File: config.mk
export PLATFORM = sky130hd
export DESIGN_NAME = spec_hist_queue
export DESIGN_NICKNAME = d
export VERILOG_FILES = /design/src/rtl/shq_pkg.sv /design/src/rtl/shq_store.sv /design/src/rtl/shq_ctrl.sv /design/src/rtl/spec_hist_queue.sv
export SDC_FILE = /design/constraint.sdc
export NUM_CORES = 1
export LEC_CHECK = 0
export ABC_AREA = 0
export BUFFER_PORTS_ARGS = -buffer_cell sky130_fd_sc_hd__clkbuf_2
export CORE_ASPECT_RATIO = 1.75
export CORE_UTILIZATION = 64
export DETAILED_ROUTE_END_ITERATION = 8
export PLACE_DENSITY = 0.85
export SLEW_MARGIN = 5
export SYNTH_ARGS = -nofsm -noshare
export SYNTH_HDL_FRONTEND = slang
export SYNTH_SLANG_ARGS = --single-unit
File: constraint.sdc
create_clock -name clk -period 10.8 [get_ports clk]
set_clock_uncertainty 0.05 [all_clocks]
set_input_delay 1.08 -clock clk [delete_from_list [all_inputs] [get_ports clk]]
set_output_delay 1.08 -clock clk [all_outputs]
set_load 0.1 [all_outputs]
File: src/rtl/shq_pkg.sv
package shq_pkg;

    parameter int SEQ_W  = 8;
    parameter int PC_W   = 16;
    parameter int SIDX_W = 4;

    typedef struct packed {
        logic [SEQ_W-1:0]  seq;
        logic [PC_W-1:0]   pc;
        logic              taken;
        logic [PC_W-1:0]   target;
        logic              is_call;
        logic              is_ret;
        logic              used_stk;
        logic              pushed_stk;
        logic              indirect;
        logic [SIDX_W-1:0] stk_idx;
        logic [PC_W-1:0]   stk_tgt;
    } hist_ent_t;

    typedef enum logic [2:0] {
        ST_IDLE,
        ST_COMMIT,
        ST_SQUASH,
        ST_RES_SQ,
        ST_RES_FIX
    } walk_st_e;

    typedef struct packed {
        logic restore;
        logic pop;
    } repair_t;

    // Undo action a record needs when it is thrown away from the young end.
    function automatic repair_t repair_for(hist_ent_t e);
        repair_t r;
        r.restore = e.used_stk;
        r.pop     = !e.used_stk && e.is_call && e.pushed_stk;
        return r;
    endfunction

endpackage

File: src/rtl/shq_store.sv
module shq_store
    import shq_pkg::*;
#(
    parameter int DEPTH = 8,
    localparam int PTR_W = (DEPTH > 1) ? $clog2(DEPTH) : 1,
    localparam int CNT_W = $clog2(DEPTH + 1)
) (
    input  logic             clk,
    input  logic             rst_n,
    input  logic             push,
    input  hist_ent_t        push_ent,
    input  logic             pop_old,
    input  logic             pop_young,
    input  logic             fix_we,
    input  logic             fix_taken,
    input  logic             fix_used,
    input  logic             fix_pushed,
    output hist_ent_t        old_ent,
    output hist_ent_t        young_ent,
    output logic [CNT_W-1:0] count,
    output logic             full,
    output logic             empty
);

    localparam logic [PTR_W-1:0] LAST = PTR_W'(DEPTH - 1);

    hist_ent_t        ring [DEPTH];
    logic [PTR_W-1:0] head_q;
    logic [PTR_W-1:0] tail_q;
    logic [CNT_W-1:0] count_q;
    logic [PTR_W-1:0] young_idx;

    function automatic logic [PTR_W-1:0] ptr_inc(logic [PTR_W-1:0] p);
        return (p == LAST) ? '0 : p + 1'b1;
    endfunction

    function automatic logic [PTR_W-1:0] ptr_dec(logic [PTR_W-1:0] p);
        return (p == '0) ? LAST : p - 1'b1;
    endfunction

    assign young_idx = ptr_dec(tail_q);
    assign old_ent   = ring[head_q];
    assign young_ent = ring[young_idx];
    assign count     = count_q;
    assign full      = (count_q == CNT_W'(DEPTH));
    assign empty     = (count_q == '0);

    always_ff @(posedge clk) begin
        if (push) begin
            ring[tail_q] <= push_ent;
        end
        if (fix_we) begin
            ring[young_idx].taken      <= fix_taken;
            ring[young_idx].used_stk   <= fix_used;
            ring[young_idx].pushed_stk <= fix_pushed;
        end
    end

    always_ff @(posedge clk) begin
        if (!rst_n) begin
            head_q  <= '0;
            tail_q  <= '0;
            count_q <= '0;
        end else begin
            if (pop_old) begin
                head_q <= ptr_inc(head_q);
            end
            unique case ({push, pop_young})
                2'b10:   tail_q <= ptr_inc(tail_q);
                2'b01:   tail_q <= ptr_dec(tail_q);
                default: tail_q <= tail_q;
            endcase
            count_q <= count_q + CNT_W'(push) - CNT_W'(pop_old) - CNT_W'(pop_young);
        end
    end

    p_push_room_r2: assert property (@(posedge clk) disable iff (!rst_n)
        push |-> !full);

    p_pop_nonempty_r4: assert property (@(posedge clk) disable iff (!rst_n)
        (pop_old || pop_young) |-> !empty);

    p_retire_shrinks_r3: assert property (@(posedge clk) disable iff (!rst_n)
        (pop_old && !push) |=> count == $past(count) - 1'b1);

    p_fix_alone_r7: assert property (@(posedge clk) disable iff (!rst_n)
        fix_we |-> !(push || pop_young || pop_old));

endmodule

File: src/rtl/shq_ctrl.sv
module shq_ctrl
    import shq_pkg::*;
(
    input  logic              clk,
    input  logic              rst_n,
    input  logic              alloc_valid,
    input  logic              full,
    input  logic              empty,
    input  hist_ent_t         old_ent,
    input  hist_ent_t         young_ent,
    input  logic              commit_valid,
    input  logic [SEQ_W-1:0]  commit_seq,
    input  logic              squash_valid,
    input  logic [SEQ_W-1:0]  squash_seq,
    input  logic              resolve_valid,
    input  logic [SEQ_W-1:0]  resolve_seq,
    input  logic              resolve_taken,
    input  logic [PC_W-1:0]   resolve_target,
    output logic              push,
    output logic              alloc_stall,
    output logic              pop_old,
    output logic              pop_young,
    output logic              fix_we,
    output logic              fix_taken,
    output logic              fix_used,
    output logic              fix_pushed,
    output logic              busy,
    output logic              upd_valid,
    output logic [PC_W-1:0]   upd_pc,
    output logic              upd_taken,
    output logic              upd_squash,
    output logic              stk_restore,
    output logic              stk_pop,
    output logic [SIDX_W-1:0] stk_idx,
    output logic [PC_W-1:0]   stk_tgt,
    output logic              btb_wr,
    output logic [PC_W-1:0]   btb_pc,
    output logic [PC_W-1:0]   btb_target,
    output logic              resolve_err
);

    walk_st_e         state_q, state_d;
    logic [SEQ_W-1:0] bound_q;
    logic             act_taken_q;
    logic [PC_W-1:0]  fix_target_q;
    logic             old_hit;
    logic             young_hit;
    logic             accept;
    repair_t          rep;
    logic             unused_fields;

    assign unused_fields = ^{old_ent.target, old_ent.is_call, old_ent.is_ret,
                             old_ent.used_stk, old_ent.pushed_stk, old_ent.indirect,
                             old_ent.stk_idx, old_ent.stk_tgt, young_ent.target,
                             young_ent.taken};

    assign old_hit   = !empty && (old_ent.seq <= bound_q);
    assign young_hit = !empty && (young_ent.seq > bound_q);
    assign accept    = (state_q == ST_IDLE) && (squash_valid || resolve_valid || commit_valid);
    assign busy      = (state_q != ST_IDLE);

    assign alloc_stall = full
                      || (state_q == ST_SQUASH) || (state_q == ST_RES_SQ) || (state_q == ST_RES_FIX)
                      || ((state_q == ST_IDLE) && (squash_valid || resolve_valid));
    assign push        = alloc_valid && !alloc_stall;

    assign pop_old   = (state_q == ST_COMMIT) && old_hit;
    assign pop_young = ((state_q == ST_SQUASH) || (state_q == ST_RES_SQ)) && young_hit;

    // Next state.
    always_comb begin
        state_d = state_q;
        unique case (state_q)
            ST_IDLE: begin
                if (squash_valid)       state_d = ST_SQUASH;
                else if (resolve_valid) state_d = ST_RES_SQ;
                else if (commit_valid)  state_d = ST_COMMIT;
            end
            ST_COMMIT:  if (!old_hit)   state_d = ST_IDLE;
            ST_SQUASH:  if (!young_hit) state_d = ST_IDLE;
            ST_RES_SQ:  if (!young_hit) state_d = ST_RES_FIX;
            ST_RES_FIX: state_d = ST_IDLE;
            default:    state_d = ST_IDLE;
        endcase
    end

    // State register and request capture.
    always_ff @(posedge clk) begin
        if (!rst_n) begin
            state_q      <= ST_IDLE;
            bound_q      <= '0;
            act_taken_q  <= 1'b0;
            fix_target_q <= '0;
        end else begin
            state_q <= state_d;
            if (accept) begin
                if (squash_valid) begin
                    bound_q <= squash_seq;
                end else if (resolve_valid) begin
                    bound_q      <= resolve_seq;
                    act_taken_q  <= resolve_taken;
                    fix_target_q <= resolve_target;
                end else begin
                    bound_q <= commit_seq;
                end
            end
        end
    end

    // Commands.
    always_comb begin
        upd_valid   = 1'b0;
        upd_taken   = 1'b0;
        upd_squash  = 1'b0;
        stk_restore = 1'b0;
        stk_pop     = 1'b0;
        btb_wr      = 1'b0;
        resolve_err = 1'b0;
        fix_we      = 1'b0;
        fix_taken   = act_taken_q;
        fix_used    = young_ent.used_stk;
        fix_pushed  = young_ent.pushed_stk;
        rep         = repair_for(young_ent);
        upd_pc      = (state_q == ST_COMMIT) ? old_ent.pc : young_ent.pc;
        stk_idx     = young_ent.stk_idx;
        stk_tgt     = young_ent.stk_tgt;
        btb_pc      = young_ent.pc;
        btb_target  = fix_target_q;
        unique case (state_q)
            ST_COMMIT: begin
                if (old_hit) begin
                    upd_valid = 1'b1;
                    upd_taken = old_ent.taken;
                end
            end
            ST_SQUASH, ST_RES_SQ: begin
                if (young_hit) begin
                    stk_restore = rep.restore;
                    stk_pop     = rep.pop;
                end
            end
            ST_RES_FIX: begin
                if (!empty) begin
                    if (young_ent.seq != bound_q) begin
                        resolve_err = 1'b1;
                    end else begin
                        upd_valid  = 1'b1;
                        upd_taken  = act_taken_q;
                        upd_squash = 1'b1;
                        fix_we     = 1'b1;
                        if (act_taken_q) begin
                            if (young_ent.is_ret && !young_ent.used_stk) fix_used = 1'b1;
                            if (!young_ent.indirect) btb_wr = 1'b1;
                        end else if (young_ent.used_stk) begin
                            stk_restore = 1'b1;
                            fix_used    = 1'b0;
                        end else if (young_ent.is_call && young_ent.pushed_stk) begin
                            stk_pop    = 1'b1;
                            fix_pushed = 1'b0;
                        end
                    end
                end
            end
            default: ;
        endcase
    end

    p_fix_then_idle_r6: assert property (@(posedge clk) disable iff (!rst_n)
        (state_q == ST_RES_FIX) |=> (state_q == ST_IDLE));

    p_no_alloc_in_flush_r12: assert property (@(posedge clk) disable iff (!rst_n)
        ((state_q == ST_SQUASH) || (state_q == ST_RES_SQ)) |-> !push);

    p_one_repair_r5: assert property (@(posedge clk) disable iff (!rst_n)
        $onehot0({stk_restore, stk_pop}));

    p_btb_on_taken_r8: assert property (@(posedge clk) disable iff (!rst_n)
        btb_wr |-> (act_taken_q && upd_squash));

    p_busy_follows_r11: assert property (@(posedge clk) disable iff (!rst_n)
        accept |=> busy);

    p_idle_quiet_r1: assert property (@(posedge clk) disable iff (!rst_n)
        !busy |-> !(upd_valid || stk_restore || stk_pop || btb_wr || resolve_err));

endmodule

File: src/rtl/spec_hist_queue.sv
module spec_hist_queue
    import shq_pkg::*;
#(
    parameter int DEPTH = 8
) (
    input  logic              clk,
    input  logic              rst_n,
    input  logic              alloc_valid,
    input  logic [SEQ_W-1:0]  alloc_seq,
    input  logic [PC_W-1:0]   alloc_pc,
    input  logic              alloc_taken,
    input  logic [PC_W-1:0]   alloc_target,
    input  logic              alloc_call,
    input  logic              alloc_ret,
    input  logic              alloc_used_stk,
    input  logic              alloc_pushed_stk,
    input  logic              alloc_indirect,
    input  logic [SIDX_W-1:0] alloc_stk_idx,
    input  logic [PC_W-1:0]   alloc_stk_tgt,
    output logic              alloc_stall,
    input  logic              commit_valid,
    input  logic [SEQ_W-1:0]  commit_seq,
    input  logic              squash_valid,
    input  logic [SEQ_W-1:0]  squash_seq,
    input  logic              resolve_valid,
    input  logic [SEQ_W-1:0]  resolve_seq,
    input  logic              resolve_taken,
    input  logic [PC_W-1:0]   resolve_target,
    output logic              busy,
    output logic              upd_valid,
    output logic [PC_W-1:0]   upd_pc,
    output logic              upd_taken,
    output logic              upd_squash,
    output logic              stk_restore,
    output logic              stk_pop,
    output logic [SIDX_W-1:0] stk_idx,
    output logic [PC_W-1:0]   stk_tgt,
    output logic              btb_wr,
    output logic [PC_W-1:0]   btb_pc,
    output logic [PC_W-1:0]   btb_target,
    output logic              resolve_err
);

    localparam int CNT_W = $clog2(DEPTH + 1);

    hist_ent_t        new_ent;
    hist_ent_t        old_ent;
    hist_ent_t        young_ent;
    logic [CNT_W-1:0] count;
    logic             full;
    logic             empty;
    logic             push;
    logic             pop_old;
    logic             pop_young;
    logic             fix_we;
    logic             fix_taken;
    logic             fix_used;
    logic             fix_pushed;

    always_comb begin
        new_ent.seq        = alloc_seq;
        new_ent.pc         = alloc_pc;
        new_ent.taken      = alloc_taken;
        new_ent.target     = alloc_target;
        new_ent.is_call    = alloc_call;
        new_ent.is_ret     = alloc_ret;
        new_ent.used_stk   = alloc_used_stk;
        new_ent.pushed_stk = alloc_pushed_stk;
        new_ent.indirect   = alloc_indirect;
        new_ent.stk_idx    = alloc_stk_idx;
        new_ent.stk_tgt    = alloc_stk_tgt;
    end

    shq_store #(.DEPTH(DEPTH)) u_store (
        .clk        (clk),
        .rst_n      (rst_n),
        .push       (push),
        .push_ent   (new_ent),
        .pop_old    (pop_old),
        .pop_young  (pop_young),
        .fix_we     (fix_we),
        .fix_taken  (fix_taken),
        .fix_used   (fix_used),
        .fix_pushed (fix_pushed),
        .old_ent    (old_ent),
        .young_ent  (young_ent),
        .count      (count),
        .full       (full),
        .empty      (empty)
    );

    shq_ctrl u_ctrl (
        .clk            (clk),
        .rst_n          (rst_n),
        .alloc_valid    (alloc_valid),
        .full           (full),
        .empty          (empty),
        .old_ent        (old_ent),
        .young_ent      (young_ent),
        .commit_valid   (commit_valid),
        .commit_seq     (commit_seq),
        .squash_valid   (squash_valid),
        .squash_seq     (squash_seq),
        .resolve_valid  (resolve_valid),
        .resolve_seq    (resolve_seq),
        .resolve_taken  (resolve_taken),
        .resolve_target (resolve_target),
        .push           (push),
        .alloc_stall    (alloc_stall),
        .pop_old        (pop_old),
        .pop_young      (pop_young),
        .fix_we         (fix_we),
        .fix_taken      (fix_taken),
        .fix_used       (fix_used),
        .fix_pushed     (fix_pushed),
        .busy           (busy),
        .upd_valid      (upd_valid),
        .upd_pc         (upd_pc),
        .upd_taken      (upd_taken),
        .upd_squash     (upd_squash),
        .stk_restore    (stk_restore),
        .stk_pop        (stk_pop),
        .stk_idx        (stk_idx),
        .stk_tgt        (stk_tgt),
        .btb_wr         (btb_wr),
        .btb_pc         (btb_pc),
        .btb_target     (btb_target),
        .resolve_err    (resolve_err)
    );

    p_full_stalls_r2: assert property (@(posedge clk) disable iff (!rst_n)
        full |-> alloc_stall);

    p_count_bound_r2: assert property (@(posedge clk) disable iff (!rst_n)
        count <= CNT_W'(DEPTH));

endmodule

==> results_dict.tcl, run 1 <==
set metrics [dict create \
    status "finished, final reports clean" \
    hold_path_class "reg2reg" \
    cts_buffer_depth 3 \
    areaGrowthSynthToFinish_pct 12.7 \
    syn_nets 1455 \
    power.density_mw_per_mm2 267 \
    synth.distinct_cells 60 \
    period_needed_ns 8.31 \
    antenna_found_initial 0 \
    fin_cells 1872 \
    antenna_cells 0 \
    grt_max_degree 66 \
    p_clk_share_pct 23.3 \
    cts_resized 0 \
    root_buffer "clkbuf_16" \
    p_sw_mw 2.62 \
    yosysSeqAreaShare_pct 65.5 \
    dp_cells 1802 \
    firstDrtPassIters 6 \
    power.total_mw 5.89 \
    grt_pass1_wl_um 70200 \
    worst-path-max-fanout 65 \
    vias 12700 \
    path_class "reg2out" \
    yosys_warnings 0 \
    worstPathRequired_ns 9.67 \
    finalSetupTns_ns 0 \
    finalSetupViolations 0 \
    initial_utilization_pct 65.2 \
    pwr-share-comb_pct 42.7 \
    rsz0062_at_grt "no" \
    grt_use_total_pct 30.2 \
    ant_nets 0 \
    drcViolationCount 0 \
    fin_crit_sh_pct 77.0 \
    cts_tree "done" \
    gp_congestion 0.809 \
    syn-mean-instance-area_um2 14.9 \
    wl_um 46400 \
    p_leak_nw 7.61 \
    peakVddDrop_uv 342 \
    wl_met3_um 4210 \
    worstSetupStartpointType "flop" \
    grt-ovfl-total 0 \
    relSlewSlack_pct 14.1 \
    ctsHoldBuffers 0 \
    synth_area_mm2 0.0196 \
    clock_latency_ns 0.55 \
    fp.dieArea_mm2 0.0313 \
    hold-worst-slack_ns 0.402 \
    intPower_mw 3.26 \
    top_layer "met4" \
    post_cts_buffers 0 \
    slew_viol_final 0 \
    post_drt_via_cell_ratio 6.81 \
    synthArstFlopShare_pct 0 \
    critPathCaptureType "output pin" \
    ioPinCount 190 \
    syn-instance-count 1312 \
    ys_seq_elements 441 \
    seqPwrFrac_pct 34.0 \
    coreArea_mm2 0.0301 \
    clk_pin_slew_worst_paths_ns 0.06 \
    m1WireLength_um 15800 \
    fmax_mhz 120 \
    h-tree-depth 2 \
    hold_viol_final 0 \
    wl_per_cell_um 24.8 \
    port_buffers 173 \
    synth_edf_count 400 \
    worst_ep_arrival_time_ns 7.18 \
    nFillCells 1796 \
    switching_share_pct 44.6 \
    grt_pass1_vias 12900 \
    worst_slew_pin_slew_ns 1.29 \
    fin_nets 1599 \
    num_rows 84 \
    die_x_um 134 \
    clock-sinks 441 \
    post-dp-hpwl_um 26800 \
    die_h_um 233 \
    cap_violations 0 \
    drt_iter0_drc 1387 \
    wl_met2_um 24000 \
    ys.flop_type "edfxtp_1" \
    layout-drive-gt1-share_pct 25.3 \
    numCtsBuffers 39 \
]
routing by layer:
metal / GRT usage, % / vias up
met5: 0 / -
met4: 18.2 / 0
met3: 4.71 / 163
met2: 51.5 / 835
met1: 36.1 / 6287
li1: - / 5462
flip-flops by register name, summed over array words and instances (netlist names), named ones only:
signal,cells
u_store.ring,400
u_ctrl.btb_target,16
u_ctrl.bound_q,8
u_store.count,4
u_ctrl.state_q,3
u_store.head_q,3
u_store.tail_q,3
u_ctrl.fix_taken,1
area by class of cell:
type / count / area [um2] / area share, %
inverters: 26 / 97.6 / 0.442
flip-flops and latches: 441 / 12800 / 58.1
well taps: 387 / 484 / 2.19
multi-input cells: 750 / 6350 / 28.8
repair buffers: 198 / 1050 / 4.77
clock inverters: 18 / 199 / 0.901
clock buffers: 52 / 1070 / 4.83
path summary, 6_finish.rpt:
kind	startpoint	endpoint	slack (ns)	depth (start not counted)
worst min-delay path	u_ctrl.btb_target[4]	u_ctrl.btb_target[4]	0.40	2
worst max register to register	u_store.tail_q[0]	u_store.ring[2][65]	2.91	19
worst min register to register	u_ctrl.btb_target[4]	u_ctrl.btb_target[4]	0.40	2
worst max-delay path	u_store.tail_q[0]	btb_wr	2.49	18
kinds of logic after synthesis:
| group | Yosys count | synth area share (%) |
|---|---|---|
| AO/OA/AOI/OAI | 263 | 9.74 |
| XOR/XNOR | 1 | 0.0447 |
| adder cells (fa/ha/maj) | 30 | 1.99 |
| buffers and inverters | 121 | 2.59 |
| flip-flops | 441 | 65.5 |
| multiplexers | 139 | 12.3 |
| AND/OR/NAND/NOR | 317 | 7.88 |
Yosys cell counts, types with 26 or more instances:
cell type | instances | area, um2
nand2_1 | 121 | 454
clkbuf_1 | 49 | 184
nor2_1 | 68 | 255
o22ai_1 | 35 | 219
o31ai_1 | 26 | 195
ha_1 | 28 | 350
a21oi_1 | 35 | 175
o221ai_1 | 44 | 385
mux4_2 | 80 | 1800
edfxtp_1 | 400 | 12000
buf_2 | 30 | 150
and3_1 | 32 | 200
nor2b_1 | 51 | 319
mux2i_1 | 49 | 490
dfxtp_1 | 41 | 821
stage by stage:
step | area (um2) | worst slack, ns | utilization [%]
6_report | 22100 | 2.49 | 73.5
5_1_grt | 22100 | 2.24 | 73.5
4_1_cts | 22100 | 2.60 | 73.5
3_5_place_dp | 20800 | 3.18 | 69.3
3_3_place_gp | 20800 | 3.32 | 69.3
2_1_floorplan | 19600 | 3.43 | -
placed cells by master (no fill, tap or decap), drive strengths merged, types with 16 or more instances in the layout:
cell type / count
a211o: 16
nor2b: 52
mux4: 80
a21oi: 35
edfxtp: 400
dfxtp: 41
o31ai: 26
mux2i: 49
buf: 25
o21a: 18
nor2: 69
a211oi: 18
inv: 28
a31oi: 23
clkbuf: 225
nand2: 121
o221ai: 44
and3: 32
ha: 28
o22ai: 35
worst max-delay path: stages (launching register included):
cell and delay, ns:
dfxtp_1 0.30, buf_4 0.39, inv_2 0.08, buf_4 0.37, ha_1 0.35, or2_1 0.29
o21ai_4 0.59, buf_4 0.60, o221ai_1 0.27, a21oi_1 0.20, a21oi_1 0.10, ha_1 0.33
nand4_1 0.08, nor2_1 0.21, nand2_1 0.43, inv_2 0.67, nand2_1 0.31, a311oi_1 0.47
clkbuf_2 0.54
power by group through the flow:
stage	sequential [mW]	clock, mW	combinational [mW]
global route	2.00	1.45	2.62
floorplan	2.05	0	1.99
finish	2.00	1.37	2.52
global placement	2.02	0	2.45
detailed placement	2.03	0	2.49
CTS	2.00	1.38	2.50
No activity file was read; power rests on OpenSTA's default activity.
==> run 2, diff against run 1 <==
- CORE_UTILIZATION: 64 -> 54
- PLACE_DENSITY: 0.85 -> 0.77
- clock period: 10.8 -> 7.5 ns (I/O delays scaled with it)
==> results_dict.tcl, run 2 (synthesis results as in run 1) <==
set metrics [dict create \
    hp-start "resolve_target[5]" \
    largest_reg_flops 400 \
    p_leak_nw 7.65 \
    p_sw_mw 3.76 \
    finalSetupViolations 0 \
    startpoint "u_store.tail_q[1]" \
    port_buffers 173 \
    antenna_found_initial 0 \
    numCtsBuffers 38 \
    top_register "u_store.ring" \
    seqPwrFrac_pct 34.4 \
    mostFrequentLayoutCell "edfxtp_1" \
    peakVddDrop_uv 474 \
    r2r_start "u_store.tail_q[1]" \
    antenna_cells 0 \
    coreArea_mm2 0.0359 \
    hold-worst-slack_ns 0.375 \
    worst-path-max-fanout 23 \
    worstSetupStartpointType "flop" \
    fin_nets 1611 \
    grt_pass1_wl_um 70000 \
    grt_max_degree 66 \
    clock_latency_ns 0.55 \
    intPower_mw 4.61 \
    areaGrowthSynthToFinish_pct 13.7 \
    worst_ep_arrival_time_ns 5.22 \
    p_clk_share_pct 22.2 \
    hold_viol_final 0 \
    ant_nets 0 \
    post_drt_via_cell_ratio 6.30 \
    power.density_mw_per_mm2 376 \
    num_rows 92 \
    initial_utilization_pct 54.6 \
    finalSetupTns_ns 0 \
    final_cell_mix "edfxtp_1 (400), clkbuf_2 (171), nand2_1 (119)" \
    ctsHoldBuffers 0 \
    cts_resized 0 \
    critPathCaptureType "output pin" \
    firstDrtPassIters 7 \
    slew_viol_final 0 \
    gp_congestion 0.825 \
    switching_share_pct 44.9 \
    layout-drive-gt1-share_pct 25.5 \
    clock-sinks 441 \
    pwr-share-comb_pct 43.4 \
    grt-ovfl-total 0 \
    drcViolationCount 2 \
    rsz0062_at_grt "no" \
    hold_path_class "in2reg" \
    grt_use_total_pct 24.9 \
    post-dp-hpwl_um 27000 \
    cts_buffer_depth 3 \
    relSlewSlack_pct 33.2 \
    drt_iter0_drc 1107 \
    rrSetupSlack_ns 2.05 \
    post_cts_buffers 0 \
    status "finished with violations" \
    root_buffer "clkbuf_16" \
    cts_tree "done" \
    fin_crit_sh_pct 80.3 \
    die_x_um 146 \
    wl_per_cell_um 23.2 \
    fp.dieArea_mm2 0.0371 \
    vias 12400 \
    clk_pin_slew_worst_paths_ns 0.06 \
    wl_um 45700 \
    fmax_mhz 166 \
    path_class "reg2out" \
    worst_slew_pin_slew_ns 0.995 \
    period_needed_ns 6.02 \
    grt_pass1_vias 12700 \
    violations "design-rule violations" \
    ioPinCount 190 \
    die_h_um 254 \
    cap_violations 0 \
    h-tree-depth 2 \
    worstPathRequired_ns 6.70 \
]
-- run 2: changes by cell type in the layout (fill, tap and decap cells not counted), moves of 2 or more --
cell       before  now
clkbuf_16      40   38
clkinv_1        4   12
clkbuf_2      173  171
buf_4          25   33
clkbuf_8        2    0
buf_12          0    7
-- run 2: path summary, 6_finish.rpt --
path                                to  cells past startpoint
hold reg to reg   u_ctrl.btb_target[8]                      2
hold / removal    u_ctrl.btb_target[5]                      3
setup / recovery               stk_pop                     16
setup reg to reg      u_store.count[3]                     20
-- run 2: power by group through the flow --
stage / Combinational [mW] / Sequential [mW] / Clock, mW
final: 3.63 / 2.88 / 1.86
after global routing: 3.80 / 2.89 / 1.97
after CTS: 3.64 / 2.88 / 1.88
after detailed placement: 3.62 / 2.93 / 0
after global placement: 3.59 / 2.92 / 0
after floorplan: 2.86 / 2.95 / 0
-- run 2: per-layer routing --
layer | vias to the layer above | share of wire [%] | GRT usage [%]
met3 | 127 | 6.7 | 3.12
met4 | 0 | 3.9 | 12.3
met5 | - | 0 | 0
met2 | 603 | 52 | 44.5
li1 | 5472 | - | -
met1 | 6199 | 37 | 29.7
-- run 2: final cells by class --
cell class              instances  area, um2
clock inverters                22        173
inverters                      26       97.6
repair buffers                211       1240
flip-flops and latches        441      12800
clock buffers                  48        988
fillers                      2637      13600
well taps                     470        588
multi-input cells             750       6360
-- run 2: metrics by stage --
step / util, % / instance area [um2] / power (mW) / instances / setup slack, ns
2_1_floorplan: - / 19600 / 5.82 / 1312 / 0.286
3_3_place_gp: 58.8 / 21100 / 6.51 / 1898 / 2.17
3_5_place_dp: 58.8 / 21100 / 6.55 / 1898 / 2.12
4_1_cts: 62.0 / 22300 / 8.39 / 1968 / 1.54
5_1_grt: 62.0 / 22300 / 8.66 / 1968 / 1.21
6_report: 62.0 / 22300 / 8.37 / 1968 / 1.48
-- run 2: critical path, cell delays in order (launching register included) --
cell,delay [ns]
dfxtp_1,0.50
inv_1,0.22
ha_1,0.27
or2_1,0.31
o21ai_4,0.77
o221ai_1,0.28
a21oi_1,0.22
a21oi_1,0.09
ha_1,0.21
nor2b_1,0.11
o211ai_1,0.09
a21o_1,0.19
a2111oi_2,0.42
buf_4,0.23
nor2_1,0.05
nor3_1,0.18
clkbuf_2,0.51
